### src/rtl/cfgd_pkg.sv
// Shared constants and types for the configuration access decoder.
// Assumes a 16-bit I/O address space and byte-wide host cycles.
package cfgd_pkg;
    localparam int DEV_W = 5;
    localparam int NDEV  = 1 << DEV_W;

    localparam logic [15:0] PORT_B0 = 16'h0CF8;
    localparam logic [15:0] PORT_B1 = 16'h0CF9;
    localparam logic [15:0] PORT_B2 = 16'h0CFA;
    localparam logic [15:0] PORT_B3 = 16'h0CFB;
    localparam logic [13:0] DATA_WIN_DW = 14'h033F;   // 0x0CFC >> 2
    localparam logic [3:0]  KEY_WIN_PAGE = 4'hC;      // 0xC000..0xCFFF

    localparam logic [7:0] NO_SLOT   = 8'hFF;
    localparam logic [7:0] MISS_DATA = 8'hFF;

    typedef enum logic {
        SCHEME_LATCH = 1'b0,
        SCHEME_KEY   = 1'b1
    } scheme_e;
endpackage

### src/rtl/cfgd_addr_regs.sv
// Address-side registers: scheme select, packed address latch fields,
// key, function and bus. Also decodes reads of these ports.
// Assumes io_wr and io_rd are single-cycle and never high together.
module cfgd_addr_regs
    import cfgd_pkg::*;
(
    input  logic             clk,
    input  logic             rst_n,
    input  logic             mode_sel,
    input  logic [15:0]      io_addr,
    input  logic [7:0]       io_wdata,
    input  logic             io_wr,
    output scheme_e          scheme,
    output logic [7:0]       idx_q,
    output logic [DEV_W-1:0] dev_q,
    output logic [2:0]       func_q,
    output logic [7:0]       bus_q,
    output logic             en_q,
    output logic [3:0]       key_q,
    output logic             reg_hit,
    output logic [7:0]       reg_rdata
);

    // Register updates: scheme frozen at reset, fields loaded by port writes.
    always_ff @(posedge clk) begin
        if (!rst_n) begin
            scheme <= scheme_e'(mode_sel);
            idx_q  <= '0;
            dev_q  <= '0;
            func_q <= '0;
            bus_q  <= '0;
            en_q   <= 1'b0;
            key_q  <= '0;
        end else if (io_wr) begin
            if (scheme == SCHEME_LATCH) begin
                case (io_addr)
                    PORT_B0: idx_q <= io_wdata;
                    PORT_B1: begin
                        dev_q  <= io_wdata[7:3];
                        func_q <= io_wdata[2:0];
                    end
                    PORT_B2: bus_q <= io_wdata;
                    PORT_B3: en_q  <= io_wdata[7];
                    default: ;
                endcase
            end else begin
                case (io_addr)
                    PORT_B0: begin
                        func_q <= io_wdata[3:1];
                        key_q  <= io_wdata[7:4];
                    end
                    PORT_B2: bus_q <= io_wdata;
                    default: ;
                endcase
            end
        end
    end

    // Read-back decode of the address-side ports for the active scheme.
    always_comb begin
        reg_hit   = 1'b0;
        reg_rdata = MISS_DATA;
        if (scheme == SCHEME_LATCH) begin
            case (io_addr)
                PORT_B0: begin reg_hit = 1'b1; reg_rdata = idx_q;            end
                PORT_B1: begin reg_hit = 1'b1; reg_rdata = {dev_q, func_q};  end
                PORT_B2: begin reg_hit = 1'b1; reg_rdata = bus_q;            end
                PORT_B3: begin reg_hit = 1'b1; reg_rdata = {en_q, 7'b0};     end
                default: ;
            endcase
        end else begin
            case (io_addr)
                PORT_B0: begin reg_hit = 1'b1; reg_rdata = {key_q, func_q, 1'b0}; end
                PORT_B2: begin reg_hit = 1'b1; reg_rdata = bus_q;                 end
                default: ;
            endcase
        end
    end

    AST_SCHEME_FIXED: assert property (@(posedge clk) disable iff (!rst_n)
        $stable(scheme));
    AST_KEY_LOAD: assert property (@(posedge clk) disable iff (!rst_n)
        (scheme == SCHEME_KEY && io_wr && io_addr == PORT_B0)
        |=> (key_q == $past(io_wdata[7:4]) && func_q == $past(io_wdata[3:1])));

endmodule

### src/rtl/cfgd_window.sv
// Window decode: works out whether the host address falls in the data
// window of the active scheme, whether forwarding is allowed, and the
// device number and register offset to present. Purely combinational.
module cfgd_window
    import cfgd_pkg::*;
(
    input  scheme_e          scheme,
    input  logic [15:0]      io_addr,
    input  logic [7:0]       idx_q,
    input  logic [DEV_W-1:0] dev_q,
    input  logic [7:0]       bus_q,
    input  logic             en_q,
    input  logic [3:0]       key_q,
    output logic             win_hit,
    output logic             win_fwd,
    output logic [DEV_W-1:0] win_dev,
    output logic [7:0]       win_reg
);

    // Per-scheme selection of window, gating, device and offset.
    always_comb begin
        if (scheme == SCHEME_LATCH) begin
            win_hit = (io_addr[15:2] == DATA_WIN_DW);
            win_fwd = en_q && (bus_q == 8'd0);
            win_dev = dev_q;
            win_reg = {idx_q[7:2], idx_q[1:0] | io_addr[1:0]};
        end else begin
            win_hit = (io_addr[15:12] == KEY_WIN_PAGE) && (key_q != 4'd0);
            win_fwd = (bus_q == 8'd0);
            win_dev = {1'b0, io_addr[11:8]};
            win_reg = io_addr[7:0];
        end
    end

endmodule

### src/rtl/cfgd_slot_map.sv
// Device-to-slot table. One 8-bit entry per device number, reset to
// 0xFF (no slot). Lookup is combinational; writes land on the next edge.
module cfgd_slot_map
    import cfgd_pkg::*;
#(
    parameter int NSLOT  = 8,
    parameter int SLOT_W = (NSLOT > 1) ? $clog2(NSLOT) : 1
) (
    input  logic              clk,
    input  logic              rst_n,
    input  logic              map_we,
    input  logic [DEV_W-1:0]  map_dev,
    input  logic [7:0]        map_slot,
    input  logic [DEV_W-1:0]  look_dev,
    output logic              slot_ok,
    output logic [SLOT_W-1:0] slot_idx
);

    logic [7:0] tbl [NDEV];
    logic [7:0] entry;

    // Table storage: reset to no-slot, single entry written per cycle.
    always_ff @(posedge clk) begin
        for (int d = 0; d < NDEV; d++) begin
            if (!rst_n)
                tbl[d] <= NO_SLOT;
            else if (map_we && map_dev == DEV_W'(d))
                tbl[d] <= map_slot;
        end
    end

    // Lookup: an entry is usable only if it names an existing slot.
    always_comb begin
        entry    = tbl[look_dev];
        slot_ok  = (entry != NO_SLOT) && (32'(entry) < NSLOT);
        slot_idx = entry[SLOT_W-1:0];
    end

    AST_MAP_STORE: assert property (@(posedge clk) disable iff (!rst_n)
        map_we |=> (tbl[$past(map_dev)] == $past(map_slot)));

endmodule

### src/rtl/cfg_access_decoder.sv
// Top of the configuration access decoder. Combines the address
// registers, window decode and slot table, then drives the slot bus.
// Assumes host strobes last one cycle and slots answer combinationally.
module cfg_access_decoder
    import cfgd_pkg::*;
#(
    parameter int NSLOT = 8
) (
    input  logic             clk,
    input  logic             rst_n,
    input  logic             mode_sel,
    input  logic [15:0]      io_addr,
    input  logic [7:0]       io_wdata,
    input  logic             io_wr,
    input  logic             io_rd,
    output logic [7:0]       io_rdata,
    input  logic             map_we,
    input  logic [4:0]       map_dev,
    input  logic [7:0]       map_slot,
    input  logic [NSLOT-1:0] slot_present,
    output logic [NSLOT-1:0] cfg_sel,
    output logic [2:0]       cfg_func,
    output logic [7:0]       cfg_reg,
    output logic [7:0]       cfg_wdata,
    output logic             cfg_wr,
    output logic             cfg_rd,
    input  logic [7:0]       cfg_rdata
);

    localparam int SLOT_W    = (NSLOT > 1) ? $clog2(NSLOT) : 1;
    localparam int SLOT_SPAN = 1 << SLOT_W;

    scheme_e          scheme;
    logic [7:0]       idx_q, bus_q, reg_rdata, win_reg;
    logic [DEV_W-1:0] dev_q, win_dev;
    logic [2:0]       func_q;
    logic [3:0]       key_q;
    logic             en_q, reg_hit, win_hit, win_fwd, slot_ok;
    logic [SLOT_W-1:0] slot_idx;
    logic [SLOT_SPAN-1:0] pres_ext;
    logic             tgt_hit, strobe;

    cfgd_addr_regs u_regs (
        .clk(clk), .rst_n(rst_n), .mode_sel(mode_sel),
        .io_addr(io_addr), .io_wdata(io_wdata), .io_wr(io_wr),
        .scheme(scheme), .idx_q(idx_q), .dev_q(dev_q), .func_q(func_q),
        .bus_q(bus_q), .en_q(en_q), .key_q(key_q),
        .reg_hit(reg_hit), .reg_rdata(reg_rdata)
    );

    cfgd_window u_win (
        .scheme(scheme), .io_addr(io_addr), .idx_q(idx_q), .dev_q(dev_q),
        .bus_q(bus_q), .en_q(en_q), .key_q(key_q),
        .win_hit(win_hit), .win_fwd(win_fwd), .win_dev(win_dev), .win_reg(win_reg)
    );

    cfgd_slot_map #(.NSLOT(NSLOT), .SLOT_W(SLOT_W)) u_map (
        .clk(clk), .rst_n(rst_n), .map_we(map_we), .map_dev(map_dev),
        .map_slot(map_slot), .look_dev(win_dev),
        .slot_ok(slot_ok), .slot_idx(slot_idx)
    );

    // Target qualification: window, gating, mapping and presence.
    always_comb begin
        pres_ext = SLOT_SPAN'(slot_present);
        tgt_hit  = win_hit && win_fwd && slot_ok && pres_ext[slot_idx];
        cfg_wr   = io_wr && tgt_hit;
        cfg_rd   = io_rd && tgt_hit;
        strobe   = cfg_wr || cfg_rd;
    end

    // One select line per slot, raised only with a strobe.
    for (genvar g = 0; g < NSLOT; g++) begin : g_sel
        assign cfg_sel[g] = strobe && (slot_idx == SLOT_W'(g));
    end

    assign cfg_func  = func_q;
    assign cfg_reg   = win_reg;
    assign cfg_wdata = io_wdata;

    // Host read data: own registers, else slot data, else all-ones.
    always_comb begin
        if (reg_hit)      io_rdata = reg_rdata;
        else if (tgt_hit) io_rdata = cfg_rdata;
        else              io_rdata = MISS_DATA;
    end

    AST_SEL_ONEHOT: assert property (@(posedge clk) disable iff (!rst_n)
        (cfg_wr || cfg_rd) |-> ($countones(cfg_sel) == 1));
    AST_SEL_IDLE: assert property (@(posedge clk) disable iff (!rst_n)
        !(cfg_wr || cfg_rd) |-> (cfg_sel == '0));
    AST_BUS_BLOCK: assert property (@(posedge clk) disable iff (!rst_n)
        (bus_q != 8'd0) |-> !(cfg_wr || cfg_rd));
    AST_EN_BLOCK: assert property (@(posedge clk) disable iff (!rst_n)
        (scheme == SCHEME_LATCH && !en_q) |-> !(cfg_wr || cfg_rd));
    AST_KEY_SHUT: assert property (@(posedge clk) disable iff (!rst_n)
        (scheme == SCHEME_KEY && key_q == 4'd0) |-> !(cfg_wr || cfg_rd));
    AST_MISS_ONES: assert property (@(posedge clk) disable iff (!rst_n)
        (io_rd && win_hit && !cfg_rd) |-> (io_rdata == MISS_DATA));

endmodule

### config.mk
export PLATFORM = sky130hd
export DESIGN_NAME = cfg_access_decoder
export DESIGN_NICKNAME = d
export VERILOG_FILES = /design/src/rtl/cfgd_pkg.sv /design/src/rtl/cfgd_addr_regs.sv /design/src/rtl/cfgd_window.sv /design/src/rtl/cfgd_slot_map.sv /design/src/rtl/cfg_access_decoder.sv
export SDC_FILE = /design/constraint.sdc
export NUM_CORES = 1
export LEC_CHECK = 0
export ABC_AREA = 0
export BUFFER_PORTS_ARGS = -buffer_cell sky130_fd_sc_hd__buf_2
export CAP_MARGIN = 20
export CORE_MARGIN = 2
export CORE_UTILIZATION = 45
export DETAILED_ROUTE_END_ITERATION = 12
export HOLD_SLACK_MARGIN = 0.08
export PLACE_DENSITY = 0.59
export SETUP_SLACK_MARGIN = 0.15
export SYNTH_ARGS = -nofsm -noshare
export SYNTH_HDL_FRONTEND = slang
export SYNTH_SLANG_ARGS = --single-unit
export TNS_END_PERCENT = 50
### constraint.sdc
create_clock -name clk -period 4.2 [get_ports clk]
set_input_delay 0.63 -clock clk [delete_from_list [all_inputs] [get_ports clk]]
set_output_delay 0.63 -clock clk [all_outputs]
set_load 0.01 [all_outputs]
==> flow_metrics.env <==
export IMPL_cp_start_kind="flip-flop"
export IMPL_slew_violations=0
export IMPL_yosys_area_top_type="edfxtp_1"
export IMPL_grtUsageTotal_pct=24.0
export IMPL_required_ps=3570
export IMPL_place_inst=1637
export IMPL_path_class="reg -> out"
export IMPL_period_share_pct=97.5
export IMPL_synth_net_count=1259
export IMPL_clock_skew_ps=2.84
export IMPL_synth_area_leaders="edfxtp_1, or3_1, dfxtp_1"
export IMPL_maxCapViolCount=0
export IMPL_cts_sinks=286
export IMPL_async_flop_share_pct=0
export IMPL_fin_cells=1712
export IMPL_routabilityCongestion=0.992
export IMPL_syn_avg_cell_area_sq_um=11.7
export IMPL_ir_drop_v=0.000331
export IMPL_clk_insertion_delay_late_ps=510
export IMPL_synth_top_area_share_pct=55.2
export IMPL_hp_class="in -> reg"
export IMPL_cts_buffer_depth=3
export IMPL_synth_compound_area_share_pct=10.3
export IMPL_grt_pass1_wl_mm=60.0
export IMPL_ys_types=66
export IMPL_grt_pass1_vias=9948
export IMPL_antenna_cells=0
export IMPL_synth_fa_ha_area_share_pct=0
export IMPL_cts_buffers=34
export IMPL_die_x_microns=180
export IMPL_final_hold_viol_count=0
export IMPL_arrival_ps=3470
export IMPL_wl_mm=39.8
export IMPL_r2r_start="u_regs.scheme$_DFFE_PN_"
export IMPL_die_area_sq_um=32500
export IMPL_h_tree_depth=2
export IMPL_overflow=0
export IMPL_period_needed_ps=4100
export IMPL_dpl_hpwl_mm=26.4
export IMPL_finalPower_mw=6.87
export IMPL_startpoint="u_regs.scheme$_DFFE_PN_"
export IMPL_yosysSeqAreaShare_pct=59.3
export IMPL_cp_end_kind="output port"
export IMPL_crit_fanout=6
export IMPL_nets=1352
export IMPL_grt_max_degree=66
export IMPL_yosys_area_share_simple_pct=21.5
export IMPL_worstHoldStart="mode_sel"
export IMPL_io_pins=96
export IMPL_ys_flop_type="edfxtp_1"
export IMPL_regToRegSetupSlack_ps=2110
export IMPL_vias_per_cell=6.02
export IMPL_initial_core_util_pct=45.7
export IMPL_worst_pin_slew_ps=872
export IMPL_grt_setup_unrepaired="true"
export IMPL_root_buffer="clkbuf_16"
export IMPL_num_rows=64
export IMPL_setup_violations_final=0
export IMPL_synth_top_family_by_area="simple AND/OR/NAND/NOR gates"
export IMPL_synth_xor_area_share_pct=0.0626
export IMPL_synth_seq_cells=286
export IMPL_core_sq_um=30600
export IMPL_syn_inst=1200
export IMPL_num_vias=10300
export IMPL_io_buffer_count=95
export IMPL_max_freq_mhz=244
export IMPL_antenna_found_initial=0
export IMPL_drt_iter0_markers=1094
export IMPL_slew_headroom_pct=41.7
export IMPL_drt_antenna_violating_nets=0
export IMPL_muxShareOfSynthArea_pct=4.97
export IMPL_synthesis_area_sq_um=14000
export IMPL_power_leakage_nw=5.35
export IMPL_drive_gt1_share_pct=26.5
export IMPL_area_growth_pct=16.9
export IMPL_drc=0
export IMPL_drtPass1Iterations=5
export IMPL_synth_edf_count=257
export IMPL_die_h_microns=180
export IMPL_clk_pin_slew_ps=60
export IMPL_cts_tree="yes"
export IMPL_status="completed"
export IMPL_yosysWarnings=0
export IMPL_wl_per_cell_microns=23.2
export IMPL_fill_cells=2643
export IMPL_p_per_area_nw_per_um2=420
[power by group]
part | switching [mW] | internal [mW]
clock network | 1.15 | 1.83
registers | 0.0614 | 3.24
logic | 0.386 | 0.202
total | 1.60 | 5.27
[per-layer routing]
layer | part of all wire, % | routed length, microns | GRT usage, % | vias up
met4 | 3.1 | 1210 | 7.61 | 0
met3 | 7.1 | 2830 | 4.45 | 77
met5 | 0 | 0 | 0 | -
met1 | 43 | 17100 | 33.0 | 5091
met2 | 47 | 18700 | 38.6 | 412
li1 | - | - | - | 4730
[synthesized netlist by cell type (all sizes together) (7+ instances only)]
master / instances
a22oi: 25
nor3: 39
nand3: 24
or4: 27
a221oi: 7
a21oi: 44
dfxtp: 29
nor4: 7
nor2: 52
edfxtp: 257
o21bai: 14
nor2b: 11
mux4: 10
or2: 77
nand2b: 34
mux2: 12
o211ai: 14
inv: 7
clkbuf: 89
o21ai: 65
or3: 187
mux2i: 30
buf: 24
nand2: 55
[cells by family (layout without fill, tap and decap cells)]
family | count (synthesis) | count (layout)
AOI/OAI and AO/OA | 213 | 214
DFF | 286 | 286
and+or+nand+nor | 528 | 528
buffers and inverters | 120 | 234
muxes | 52 | 53
xor gates and xnor gates | 1 | 1
[layout by cell type, fill, tap and decap left out, types with 41 or more instances in the layout]
| master | n |
|---|---|
| edfxtp_1 | 257 |
| or3_1 | 187 |
| buf_2 | 97 |
| or2_2 | 75 |
| buf_4 | 64 |
| o21ai_0 | 61 |
| nand2_1 | 54 |
| nor2_1 | 51 |
| a21oi_1 | 41 |
[critical path: stages, from the launching register on]
cell       delay, ps
edfxtp_1         440
buf_4            190
mux2_4           360
buf_4            170
nor3_2           240
nor3_1           140
o21ai_1          220
buf_4            140
o2111ai_1        100
o32ai_2          140
buf_4            170
o221ai_4         130
or2_4            270
nor2_1            90
buf_2            130
[repair_timing]
action | in CTS | in global routing
resized for setup | 25 | 19
pin swaps | 2 | 6
buffers inserted | 6 | 5
cloned | 1 | 1
hold buffers | 0 | 0
endpoints found under the setup margin | 18 | 18
[sequential cells by signal (all words and copies together), names as in the netlist]
name and flops:
u_regs.bus_q 8, u_map.tbl 256, u_regs.func_q 3, u_regs.idx_q 8
u_regs.scheme 1, u_regs.key_q 4, u_regs.dev_q 5, u_regs.en_q 1
[through the flow]
step / setup slack [ps] / instance area [sq um] / util [%] / hold slack (ps) / setup TNS [ps]
CTS: 127 / 16200 / 53.0 / 284 / 0
finish: 104 / 16300 / 53.4 / 296 / 0
floorplan: 680 / 14000 / - / 442 / 0
global placement: 184 / 14900 / 48.7 / 455 / 0
global route: -60.0 / 16300 / 53.4 / 290 / -434
detailed placement: 118 / 14900 / 48.7 / 462 / 0
[area by class of cell]
type / count / area (sq um) / share of cell area, %
timing repair buffer: 168 / 1050 / 6.45
clock buffer: 42 / 933 / 5.71
sequential: 286 / 8300 / 50.8
clock inverter: 17 / 209 / 1.28
inverter: 7 / 26.3 / 0.161
multi-input combinational: 796 / 5320 / 32.6
tap: 396 / 495 / 3.03
[final timing paths]
check,end,depth (start not counted)
setup / recovery,cfg_sel[6],14
hold / removal,u_regs.scheme$_DFFE_PN_,1
setup reg to reg,u_regs.idx_q[3]$_SDFFE_PN0P_,7
hold reg to reg,u_regs.bus_q[4]$_SDFFE_PN0P_,2
(Power assumes the default switching activity.)
